<file path="src/rtl/nms_pkg.sv">
package nms_pkg;

  typedef enum logic {
    DOM_HORZ = 1'b0,
    DOM_VERT = 1'b1
  } dom_e;

  // true when a coordinate sits on the first or last index of its axis
  function automatic logic on_rim(input int pos, input int len);
    return (pos == 0) || (pos == len - 1);
  endfunction

endpackage

</file>
<file path="src/rtl/nms_line_delay.sv">
module nms_line_delay #(
  parameter int WIDTH = 8,
  parameter int DEPTH = 16
) (
  input  logic             clk,
  input  logic             rst_n,
  input  logic             en,
  input  logic [WIDTH-1:0] din,
  output logic [WIDTH-1:0] dout
);
  localparam int AW = (DEPTH > 1) ? $clog2(DEPTH) : 1;

  logic [WIDTH-1:0] mem [DEPTH];
  logic [AW-1:0]    ptr_q, ptr_d;
  logic [WIDTH-1:0] dout_q;

  always_comb begin
    ptr_d = ptr_q;
    if (en) begin
      if (ptr_q == AW'(DEPTH - 1)) ptr_d = '0;
      else                         ptr_d = ptr_q + AW'(1);
    end
  end

  always_ff @(posedge clk or negedge rst_n) begin
    if (!rst_n) ptr_q <= '0;
    else        ptr_q <= ptr_d;
  end

  // read-before-write: a word comes back DEPTH enables after it went in
  always_ff @(posedge clk) begin
    if (en) begin
      dout_q       <= mem[ptr_q];
      mem[ptr_q]   <= din;
    end
  end

  assign dout = dout_q;

endmodule

</file>
<file path="src/rtl/nms_sector_sel.sv">
module nms_sector_sel
  import nms_pkg::*;
#(
  parameter int DW = 8,
  parameter int MW = DW + 1
) (
  input  logic [2:0][2:0][MW-1:0] win_i,   // [row][col], row 0 top, col 0 left
  input  logic [DW-1:0]           dx_i,
  input  logic [DW-1:0]           dy_i,
  output logic [MW-1:0]           cen_o,
  output logic [MW-1:0]           fa_o,    // forward axial
  output logic [MW-1:0]           fb_o,    // forward diagonal
  output logic [MW-1:0]           ba_o,    // backward axial
  output logic [MW-1:0]           bb_o,    // backward diagonal
  output logic [DW-1:0]           maj_o,
  output logic [DW-1:0]           mnr_o
);
  logic [DW-1:0] ax, ay;
  logic [1:0]    c_fw, c_bw, r_fw, r_bw;
  dom_e          dom;

  always_comb begin
    ax   = dx_i[DW-1] ? (~dx_i + DW'(1)) : dx_i;
    ay   = dy_i[DW-1] ? (~dy_i + DW'(1)) : dy_i;
    dom  = (ax >= ay) ? DOM_HORZ : DOM_VERT;
    c_fw = dx_i[DW-1] ? 2'd0 : 2'd2;
    c_bw = 2'd2 - c_fw;
    r_fw = dy_i[DW-1] ? 2'd0 : 2'd2;
    r_bw = 2'd2 - r_fw;
    cen_o = win_i[1][1];
    fb_o  = win_i[r_fw][c_fw];
    bb_o  = win_i[r_bw][c_bw];
    if (dom == DOM_HORZ) begin
      maj_o = ax;
      mnr_o = ay;
      fa_o  = win_i[1][c_fw];
      ba_o  = win_i[1][c_bw];
    end else begin
      maj_o = ay;
      mnr_o = ax;
      fa_o  = win_i[r_fw][1];
      ba_o  = win_i[r_bw][1];
    end
  end

endmodule

</file>
<file path="src/rtl/nms_interp_cmp.sv">
module nms_interp_cmp #(
  parameter int DW = 8,
  parameter int MW = DW + 1
) (
  input  logic          clk,
  input  logic          rst_n,
  input  logic          v_i,
  input  logic          rim_i,
  input  logic [MW-1:0] cen_i,
  input  logic [MW-1:0] fa_i,
  input  logic [MW-1:0] fb_i,
  input  logic [MW-1:0] ba_i,
  input  logic [MW-1:0] bb_i,
  input  logic [DW-1:0] maj_i,
  input  logic [DW-1:0] mnr_i,
  output logic          v_o,
  output logic [MW-1:0] mag_o
);
  localparam int PW = MW + DW;
  localparam int SW = PW + 1;

  // stage B: five products in parallel
  logic [DW-1:0] wt_ax;
  logic [PW-1:0] pc_d, pfa_d, pfb_d, pba_d, pbb_d;
  logic          bv_q, b_rim;
  logic [MW-1:0] b_cen;
  logic [PW-1:0] pc_q, pfa_q, pfb_q, pba_q, pbb_q;

  always_comb begin
    wt_ax = maj_i - mnr_i;
    pc_d  = {{DW{1'b0}}, cen_i} * {{MW{1'b0}}, maj_i};
    pfa_d = {{DW{1'b0}}, fa_i}  * {{MW{1'b0}}, wt_ax};
    pfb_d = {{DW{1'b0}}, fb_i}  * {{MW{1'b0}}, mnr_i};
    pba_d = {{DW{1'b0}}, ba_i}  * {{MW{1'b0}}, wt_ax};
    pbb_d = {{DW{1'b0}}, bb_i}  * {{MW{1'b0}}, mnr_i};
  end

  always_ff @(posedge clk or negedge rst_n) begin
    if (!rst_n) bv_q <= 1'b0;
    else        bv_q <= v_i;
  end

  always_ff @(posedge clk) begin
    if (v_i) begin
      b_rim <= rim_i;
      b_cen <= cen_i;
      pc_q  <= pc_d;
      pfa_q <= pfa_d;
      pfb_q <= pfb_d;
      pba_q <= pba_d;
      pbb_q <= pbb_d;
    end
  end

  // stage C: sum, compare, select
  logic [SW-1:0] sc, sf, sb;
  logic          keep;
  logic [MW-1:0] mag_d;

  always_comb begin
    sc    = {1'b0, pc_q};
    sf    = {1'b0, pfa_q} + {1'b0, pfb_q};
    sb    = {1'b0, pba_q} + {1'b0, pbb_q};
    keep  = !b_rim && (sc > sf) && (sc >= sb);
    mag_d = keep ? b_cen : '0;
  end

  always_ff @(posedge clk or negedge rst_n) begin
    if (!rst_n) v_o <= 1'b0;
    else        v_o <= bv_q;
  end

  always_ff @(posedge clk) begin
    if (bv_q) mag_o <= mag_d;
  end


  rim_zero_chk: assert property (@(posedge clk) disable iff (!rst_n)
    (bv_q && b_rim) |=> (v_o && mag_o == '0));


  fwd_tie_chk: assert property (@(posedge clk) disable iff (!rst_n)
    (bv_q && !b_rim && sc == sf) |=> (v_o && mag_o == '0));


  kept_mag_chk: assert property (@(posedge clk) disable iff (!rst_n)
    (v_o && mag_o != '0) |-> (mag_o == $past(b_cen)));

endmodule

</file>
<file path="src/rtl/grad_nms.sv">
module grad_nms
  import nms_pkg::*;
#(
  parameter int DW    = 8,
  parameter int IMG_W = 16,
  parameter int IMG_H = 12
) (
  input  logic          clk,
  input  logic          rst_n,
  input  logic          in_valid,
  input  logic [DW-1:0] in_dx,
  input  logic [DW-1:0] in_dy,
  output logic          out_valid,
  output logic [DW:0]   out_mag
);
  localparam int MW    = DW + 1;
  localparam int EW    = MW + 2 * DW;
  localparam int XW    = (IMG_W > 1) ? $clog2(IMG_W) : 1;
  localparam int YW    = (IMG_H > 1) ? $clog2(IMG_H) : 1;
  localparam int PRIME = IMG_W + 1;
  localparam int PCW   = $clog2(PRIME + 1);

  // reset: asynchronous assert, synchronous release
  logic [1:0] rsync_q;
  logic       rst_ni;
  always_ff @(posedge clk or negedge rst_n) begin
    if (!rst_n) rsync_q <= 2'b00;
    else        rsync_q <= {rsync_q[0], 1'b1};
  end
  assign rst_ni = rsync_q[1];

  // stage 0: register the pixel and its magnitude
  logic [DW-1:0] in_ax, in_ay;
  logic [MW-1:0] in_mag;
  logic          v0_q;
  logic [DW-1:0] dx0_q, dy0_q;
  logic [MW-1:0] mag0_q;

  always_comb begin
    in_ax  = in_dx[DW-1] ? (~in_dx + DW'(1)) : in_dx;
    in_ay  = in_dy[DW-1] ? (~in_dy + DW'(1)) : in_dy;
    in_mag = {1'b0, in_ax} + {1'b0, in_ay};
  end

  always_ff @(posedge clk or negedge rst_ni) begin
    if (!rst_ni) v0_q <= 1'b0;
    else         v0_q <= in_valid;
  end

  always_ff @(posedge clk) begin
    if (in_valid) begin
      dx0_q  <= in_dx;
      dy0_q  <= in_dy;
      mag0_q <= in_mag;
    end
  end

  logic push;
  assign push = v0_q;

  // line delays: middle row carries components, top row magnitude only
  logic [EW-1:0] lb_mid_out;
  logic [MW-1:0] lb_top_out;

  nms_line_delay #(.WIDTH(EW), .DEPTH(IMG_W)) u_lb_mid (
    .clk  (clk),
    .rst_n(rst_ni),
    .en   (push),
    .din  ({mag0_q, dx0_q, dy0_q}),
    .dout (lb_mid_out)
  );

  nms_line_delay #(.WIDTH(MW), .DEPTH(IMG_W - 1)) u_lb_top (
    .clk  (clk),
    .rst_n(rst_ni),
    .en   (push),
    .din  (lb_mid_out[EW-1 -: MW]),
    .dout (lb_top_out)
  );

  // window registers
  logic [MW-1:0] bot0_q, bot1_q, bot2_q;
  logic [MW-1:0] mid0_q, mid1_q;
  logic [DW-1:0] cdx_q, cdy_q;
  logic [MW-1:0] top0_q, top1_q;

  always_ff @(posedge clk) begin
    if (push) begin
      bot2_q <= mag0_q;
      bot1_q <= bot2_q;
      bot0_q <= bot1_q;
      mid1_q <= lb_mid_out[EW-1 -: MW];
      cdx_q  <= lb_mid_out[2*DW-1 -: DW];
      cdy_q  <= lb_mid_out[DW-1:0];
      mid0_q <= mid1_q;
      top1_q <= lb_top_out;
      top0_q <= top1_q;
    end
  end

  logic [2:0][2:0][MW-1:0] win;
  always_comb begin
    win[0][0] = top0_q;
    win[0][1] = top1_q;
    win[0][2] = lb_top_out;
    win[1][0] = mid0_q;
    win[1][1] = mid1_q;
    win[1][2] = lb_mid_out[EW-1 -: MW];
    win[2][0] = bot0_q;
    win[2][1] = bot1_q;
    win[2][2] = bot2_q;
  end

  // priming and centre coordinates
  logic [PCW-1:0] pcnt_q, pcnt_d;
  logic           primed;
  logic [XW-1:0]  nx_q, nx_d, wcx_q;
  logic [YW-1:0]  ny_q, ny_d, wcy_q;
  logic           wv_q;

  always_comb begin
    primed = (pcnt_q == PCW'(PRIME));
    pcnt_d = pcnt_q;
    nx_d   = nx_q;
    ny_d   = ny_q;
    if (push && !primed) pcnt_d = pcnt_q + PCW'(1);
    if (push && primed) begin
      if (nx_q == XW'(IMG_W - 1)) begin
        nx_d = '0;
        ny_d = (ny_q == YW'(IMG_H - 1)) ? '0 : ny_q + YW'(1);
      end else begin
        nx_d = nx_q + XW'(1);
      end
    end
  end

  always_ff @(posedge clk or negedge rst_ni) begin
    if (!rst_ni) begin
      pcnt_q <= '0;
      nx_q   <= '0;
      ny_q   <= '0;
      wv_q   <= 1'b0;
    end else begin
      pcnt_q <= pcnt_d;
      nx_q   <= nx_d;
      ny_q   <= ny_d;
      wv_q   <= push && primed;
    end
  end

  always_ff @(posedge clk) begin
    if (push && primed) begin
      wcx_q <= nx_q;
      wcy_q <= ny_q;
    end
  end

  // stage A: sector selection
  logic          w_rim;
  logic [MW-1:0] s_cen, s_fa, s_fb, s_ba, s_bb;
  logic [DW-1:0] s_maj, s_mnr;

  assign w_rim = on_rim(int'(wcx_q), IMG_W) || on_rim(int'(wcy_q), IMG_H);

  nms_sector_sel #(.DW(DW), .MW(MW)) u_sector (
    .win_i(win),
    .dx_i (cdx_q),
    .dy_i (cdy_q),
    .cen_o(s_cen),
    .fa_o (s_fa),
    .fb_o (s_fb),
    .ba_o (s_ba),
    .bb_o (s_bb),
    .maj_o(s_maj),
    .mnr_o(s_mnr)
  );

  logic          av_q, a_rim;
  logic [MW-1:0] a_cen, a_fa, a_fb, a_ba, a_bb;
  logic [DW-1:0] a_maj, a_mnr;

  always_ff @(posedge clk or negedge rst_ni) begin
    if (!rst_ni) av_q <= 1'b0;
    else         av_q <= wv_q;
  end

  always_ff @(posedge clk) begin
    if (wv_q) begin
      a_rim <= w_rim;
      a_cen <= s_cen;
      a_fa  <= s_fa;
      a_fb  <= s_fb;
      a_ba  <= s_ba;
      a_bb  <= s_bb;
      a_maj <= s_maj;
      a_mnr <= s_mnr;
    end
  end

  // stages B and C
  nms_interp_cmp #(.DW(DW), .MW(MW)) u_cmp (
    .clk  (clk),
    .rst_n(rst_ni),
    .v_i  (av_q),
    .rim_i(a_rim),
    .cen_i(a_cen),
    .fa_i (a_fa),
    .fb_i (a_fb),
    .ba_i (a_ba),
    .bb_i (a_bb),
    .maj_i(a_maj),
    .mnr_i(a_mnr),
    .v_o  (out_valid),
    .mag_o(out_mag)
  );


  out_lag_chk: assert property (@(posedge clk) disable iff (!rst_ni)
    (push && primed) |-> ##4 out_valid);


  no_early_out_chk: assert property (@(posedge clk) disable iff (!rst_ni)
    out_valid |-> primed);

endmodule

</file>
<file path="config.mk">
export PLATFORM = sky130hd
export DESIGN_NAME = grad_nms
export DESIGN_NICKNAME = d
export VERILOG_FILES = /design/src/rtl/nms_pkg.sv /design/src/rtl/nms_line_delay.sv /design/src/rtl/nms_sector_sel.sv /design/src/rtl/nms_interp_cmp.sv /design/src/rtl/grad_nms.sv
export SDC_FILE = /design/constraint.sdc
export NUM_CORES = 2
export LEC_CHECK = 0
export BUFFER_PORTS_ARGS = -buffer_cell sky130_fd_sc_hd__buf_2
export CAP_MARGIN = 20
export CORE_ASPECT_RATIO = 0.9
export CORE_MARGIN = 2
export CORE_UTILIZATION = 50
export DETAILED_ROUTE_END_ITERATION = 12
export PLACE_DENSITY = 0.62
export REMOVE_ABC_BUFFERS = 1
export SYNTH_ARGS = -nofsm -noshare
export SYNTH_HDL_FRONTEND = slang
export SYNTH_HIERARCHICAL = 1
export SYNTH_SLANG_ARGS = --single-unit
export TNS_END_PERCENT = 50
</file>
<file path="constraint.sdc">
create_clock -name clk -period 1.8 [get_ports clk]
set_clock_uncertainty 0.1 [all_clocks]
set_input_delay 0.27 -clock clk [delete_from_list [all_inputs] [get_ports clk]]
set_output_delay 0.27 -clock clk [all_outputs]
set_load 0.05 [all_outputs]
</file>
* Yosys cells after proc, flatten, opt, wreduce, memory -nomap -nowiden
Memories as Yosys holds them, arrays and structs flattened. A register that Yosys moved wholly into a read port is not among the register bits.
Cells that the tools add are included.
** Word-level totals
- Output and inout port bits :: 10
- Memory bits (writable) :: 535
- Memories :: 2
- Input bits :: 19
- Register bits :: 306
- Logic and storage cells :: 121
** Cells by class
- Muxes and demuxes :: 28
- Multiply operators :: 5
- Reduce and logical (&&, ||, !) cells :: 12
- $add $sub $neg :: 15
- Bitwise gates (word level) :: 4
- Order comparisons :: 7
- Equal/unequal tests :: 7
** Memory list
- u_lb_mid.mem :: words 16, width 25, rd ports 1, clocked after memory_dff 1, wr ports 1, line nms_line_delay.sv:13 : logic [WIDTH-1:0] mem [DEPTH];
- u_lb_top.mem :: words 15, width 9, rd ports 1, clocked after memory_dff 1, wr ports 1, line nms_line_delay.sv:13
** Operators by type and width (number)
- binary-select mux 27 bit (select 2 bit) :: 2
- multiplier 9 x 8 -> 17 bit :: 5
- binary-select mux 9 bit (select 2 bit) :: 4
- two-way mux 27 bit :: 2
- two-way mux 9 bit :: 6
- two-way mux 8 bit :: 6
- adder 17 x 17 -> 18 bit :: 2
- adder 8 x 1 -> 8 bit, second input constant :: 4
- inverter 8 bit :: 4
- equality test 4 bit, second input constant :: 5
- >= comparator 17 x 18 -> 1 bit :: 1
- > comparator 17 x 18 -> 1 bit :: 1
- adder 4 x 1 -> 4 bit, second input constant :: 4
- two-way mux 4 bit :: 4
- < comparator 2 x 3 -> 1 bit, second input constant :: 4
- adder 8 x 8 -> 9 bit :: 1
- >= comparator 8 bit :: 1
- zero test 4 bit :: 2
- subtractor 8 bit :: 1
- adder 5 x 1 -> 5 bit, second input constant :: 1
- equality test 5 bit, second input constant :: 1
- equality test 4 x 1 -> 1 bit, second input constant :: 1
- logical AND 1 bit :: 4
- two-way mux 2 bit :: 2
- 5 further kinds :: 10

* Logic depth before layout (Yosys ltp)
- Word-level depth :: 6
- Depth in mapped cells :: 28
- Depth with buffers taken out :: 26

* Hierarchy
The synthesis kept the hierarchy.
** By module, submodules not included
- nms_interp_cmp :: area an instance 17344.1 um^2, instances 1, sequential area each 3173.0 um^2, cells each 1800
- nms_line_delay (u_lb_mid) :: area an instance 16071.7 um^2, instances 1, sequential area each 12862.3 um^2, cells each 691
- grad_nms :: area an instance 6622.6 um^2, instances 1, sequential area each 5675.4 um^2, cells each 323
- nms_line_delay (u_lb_top) :: area an instance 5714.2 um^2, instances 1, sequential area each 4424.2 um^2, cells each 275
- nms_sector_sel :: area an instance 1756.7 um^2, instances 1, sequential area each 0.0 um^2, cells each 175

* Worst setup path before layout
OpenSTA, ideal clock, no wires.
- Path type :: register to register
- Start point :: register a_mnr[1]
- End point :: register u_cmp.pba_q[16], data pin
- Library setup time :: 0.255 ns
- Slack :: -4.795 ns
- Path buffers :: 2
- Cell stages (with the launch flop) :: 28
- Required time :: 1.445 ns
- Arrival time :: 6.240 ns
- Path through :: edfxtp_1 > clkbuf_1 > inv_1 > ha_1 > nor2b_1 > o21ai_1 > a21boi_1 > o21ai_1 > a21o_1 > a21oi_1 > clkbuf_1 > nor3b_1 > fa_1 > inv_1 > fa_1 > inv_1 > fa_1 > inv_1 > fa_1 > inv_1 > ha_1 > or3_1 > o21ai_0 > a21oi_1 > o21ai_1 > a21oi_1 > or4_1 > and3_1
** Between the ends
- Cells in the longest elaborated chain, start to end :: 2
** Ends and longest elaborated chain
- start: declaration :: line grad_nms.sv:180 : logic [DW-1:0] a_maj, a_mnr;
- start signal: assignment :: line grad_nms.sv:196 : a_mnr <= s_mnr;
- subtractor 8 bit :: line nms_interp_cmp.sv:30 : wt_ax = maj_i - mnr_i;
- multiplier 9 x 8 -> 17 bit :: line nms_interp_cmp.sv:34 : pba_d = {{DW{1'b0}}, ba_i} * {{MW{1'b0}}, wt_ax};
- via u_cmp.pba_d[16] :: line nms_interp_cmp.sv:24 : logic [PW-1:0] pc_d, pfa_d, pfb_d, pba_d, pbb_d;
- end signal: assignment :: line nms_interp_cmp.sv:50 : pba_q <= pba_d;
- end: declaration :: line nms_interp_cmp.sv:27 : logic [PW-1:0] pc_q, pfa_q, pfb_q, pba_q, pbb_q;
The timed path passes the listed nets, and every way through them passes these cells.
A chain may end at the register's enable or synchronous reset.

* Worst setup path after layout
- Start point :: register a_mnr[0]
- End point :: register u_cmp.pba_q[16], data pin
Same word-level chain as after synthesis.

==> qor.txt <==
Violated checks: setup timing
Final setup fails: 634
R2r setup slk: -4.22 ns
All-Layer GR Usage: 0.251
Tmin final: 6.02 ns
Leading area contributor after synthesis: edfxtp_1
Top post-synthesis cells by area: edfxtp_1 (54%), fa_1 (9.0%), ha_1 (7.6%)
P&R area growth vs syn: 31.6%
Yosys Warn Count: 6
CTS H-Tree Depth: 3
TNS Setup: -351.53 ns
Drt total wl: 125000 um
Sequential element share of the synthesized area: 0.550
DIE WIDTH: 329 um
Critical path arrival: 6.34 ns
Power share of the clock group: 0.180
Slew margin rel.: 0.546
Setup ws final: -4.22 ns
Design Area, Final: 62500 sq um
First-pass GRT wire length: 185000 um
Clk sinks: 875
CTS buffer count: 87
Slew @ Worst Pin: 0.681 ns
Cell with the most instances after synthesis: edfxtp_1
Asr flop ratio synth: 0.0320
VDD IR-drop max: 1.52 mV
CP startpoint kind: flip-flop
Vias in the first global route: 31.3k
Via density per instance: 5.60
Number of distinct library cells after synthesis: 82
Initial DRC Count: 2455
CTS tree: built
Die H: 296 um
Switching pwr: 37.1 mW
Clk root buf: clkbuf_16
Hold worst-path end: mag0_q[0]
First-pass detailed-route iteration total: 7
Synth cell count leaders: edfxtp_1 (847), inv_1 (321), ha_1 (290)
Outcome: complete, but fails checks
Num ports: 29
Vias: 30.1k
Fmax achieved: 0.166 GHz
Dpl hpwl: 80400 um
Hold path cells: 3
R2r endpoint: u_cmp/pba_q[16]
Routability cong.: 0.910
Hold Path Class: in2reg
Comb power frac: 0.537
Clock Pin Slew Worst Setup and Hold Paths: 0.06 ns
Final hold viol count: 0
Placed Cells: 5020
Non-Filler Instances: 5376
Mapped Cells: 3264
Max-cap check violation count: 0
Die Area: 97500 sq um
Worst setup EP type: flip-flop
Bufs and invs on worst path: 4
Critical path's slowest cell: fa_1
Port buffer count: 28
Clk Latency, worst-skew pair: 0.68 ns
RSZ-0062 raised after global routing: yes
Worst reg2reg path depth: 25
Starting Density: 0.503
Mean post-synth cell area: 14.6 sq um
Top delay family on crit path: adder cells
Main synth FF type: edfxtp_1
Crit path max fanout: 4
Pin count of the biggest net entering global routing: 74
Area after DPL: 53600 sq um
Slew Limit Fails: 0
Row count: 107
Leak pwr: 24.6 nW
Beginning of the worst hold path: in_dx[0]
Initial antenna violation count: 3
Worst path max stage delay: 0.56 ns
Req. time, crit path: 2.11 ns
Reg2reg start: a_mnr[0]
Post-synth top area share: 0.535
Share of power burned in registers: 0.283
Power Density: 1640 nW/um^2
EDFF count, synth: 847
Clk buf depth: 3
Remaining Overflow, GRT: 0
Path type of the worst setup path: reg2reg
Dpl ws: -4.50 ns
Core box area: 94400 sq um
Crit path top cell by count: fa_1
DRT antenna net count: 0
Internal power: 65.5 mW
Synthesis-stage register bit count: 875
# DRC: 0
Fin nets: 4575
Hold_ws: 0.0392 ns
Post-Syn Area: 47500 sq um
Switching share of power: 0.362
Tcrit/Tclk final: 3.35
Layout cells sized above 1: 0.377
Post-DR wirelength/cell: 23.3 um
==> stage by stage <==
step                      total power, mW   util
after floorplan                      49.5      -
after global placement               68.8  0.568
after detailed placement             69.8  0.568
after CTS                            97.8  0.643
after global routing                  108  0.662
final                                 103  0.662
==> worst min-delay path: cells and delay by family <==
kind / cells / cell delay (ns)
buffers and inverters: 2 / 0.27
adder cells (fa/ha/maj): 1 / 0.17
==> per-layer routing <==
metal  up-vias  wire length, um  GRT usage
met5         -                0          0
met3       247             6200     0.0330
li1      13500                -          -
met1     15300            49800      0.322
met4         0             5130     0.0854
met2       985            64300      0.440
==> flip-flops by register name, indices dropped and copies added (netlist names), 17 cells and up <==
register / count
u_cmp/pc_q: 17
u_lb_mid/mem: 400
u_cmp/pfa_q: 17
u_cmp/pfb_q: 17
u_cmp/pbb_q: 17
u_cmp/pba_q: 17
u_lb_mid/dout: 25
u_lb_top/mem: 135
==> layout make-up <==
type,instances,area (sq um)
flip-flops and latches,875,26200
fillers,6423,31900
multi-input cells,1961,22400
diodes,2,5.00
inverters,323,1220
repair buffers,804,8220
well taps,1253,1570
clock buffers,107,2280
clock inverters,51,639
==> placed cells by master, fill, tap and decap left out, drive strengths merged, types with 15 or more instances in the layout <==
master / synthesis / final
a21o: 31 / 31
a21oi: 80 / 80
a22oi: 51 / 51
and2: 200 / 200
buf: 59 / 768
clkbuf: 46 / 120
clkinv: 0 / 38
dfrtp: 28 / 28
dlygate4sd3: 0 / 19
edfxtp: 847 / 847
fa: 214 / 214
ha: 290 / 290
inv: 323 / 324
mux2i: 82 / 82
mux4: 145 / 145
nand2: 204 / 204
nand2b: 32 / 32
nand3: 19 / 19
nand4: 21 / 21
nor2: 86 / 86
nor2b: 59 / 59
nor3: 40 / 40
nor3b: 15 / 15
o21a: 24 / 24
o21ai: 89 / 89
xnor2: 72 / 72
xor2: 45 / 45
==> worst max path at each step <==
stage | endpoint | cells past startpoint | start | slack (ns)
floorplan | u_lb_mid/mem[1][0] | 3 | u_lb_mid/ptr_q[0] | -5.12
global placement | u_cmp/pba_q[16] | 25 | a_maj[0] | -4.39
detailed placement | u_cmp/pba_q[16] | 25 | a_maj[0] | -4.50
CTS | u_cmp/pba_q[16] | 24 | a_mnr[0] | -4.06
global route | u_cmp/pba_q[16] | 25 | a_mnr[0] | -4.38
finish | u_cmp/pba_q[16] | 25 | a_mnr[0] | -4.22
==> cells by family after synthesis <==
| family | after synthesis | synth area share |
|---|---|---|
| flops | 875 | 0.550 |
| simple gates | 732 | 0.0811 |
| other cells | 1 | 0.0000789 |
| xor+xnor | 117 | 0.0216 |
| compound gates | 376 | 0.0538 |
| buf+inv | 428 | 0.0393 |
| mux | 231 | 0.0875 |
| fa+ha+maj | 504 | 0.167 |
==> power by group through the flow <==
stage	Combinational [mW]	Sequential, mW	Clock (mW)
floorplan	20.0	29.5	0
global placement	39.6	29.2	0
detailed placement	40.4	29.4	0
CTS	50.2	29.0	18.7
global route	59.0	29.2	19.5
finish	55.1	29.0	18.5
==> what timing repair did <==
item | 4_1_cts | 5_1_grt
pin swaps | 281 | 226
hold buffers | 19 | 1
hold endpoints to repair | 45 | 2
endpoints found under the setup margin | 677 | 704
setup buffers | 105 | 95
cloned | 27 | 17
resized for setup | 552 | 273
Power figures use the tool's default switching activity.
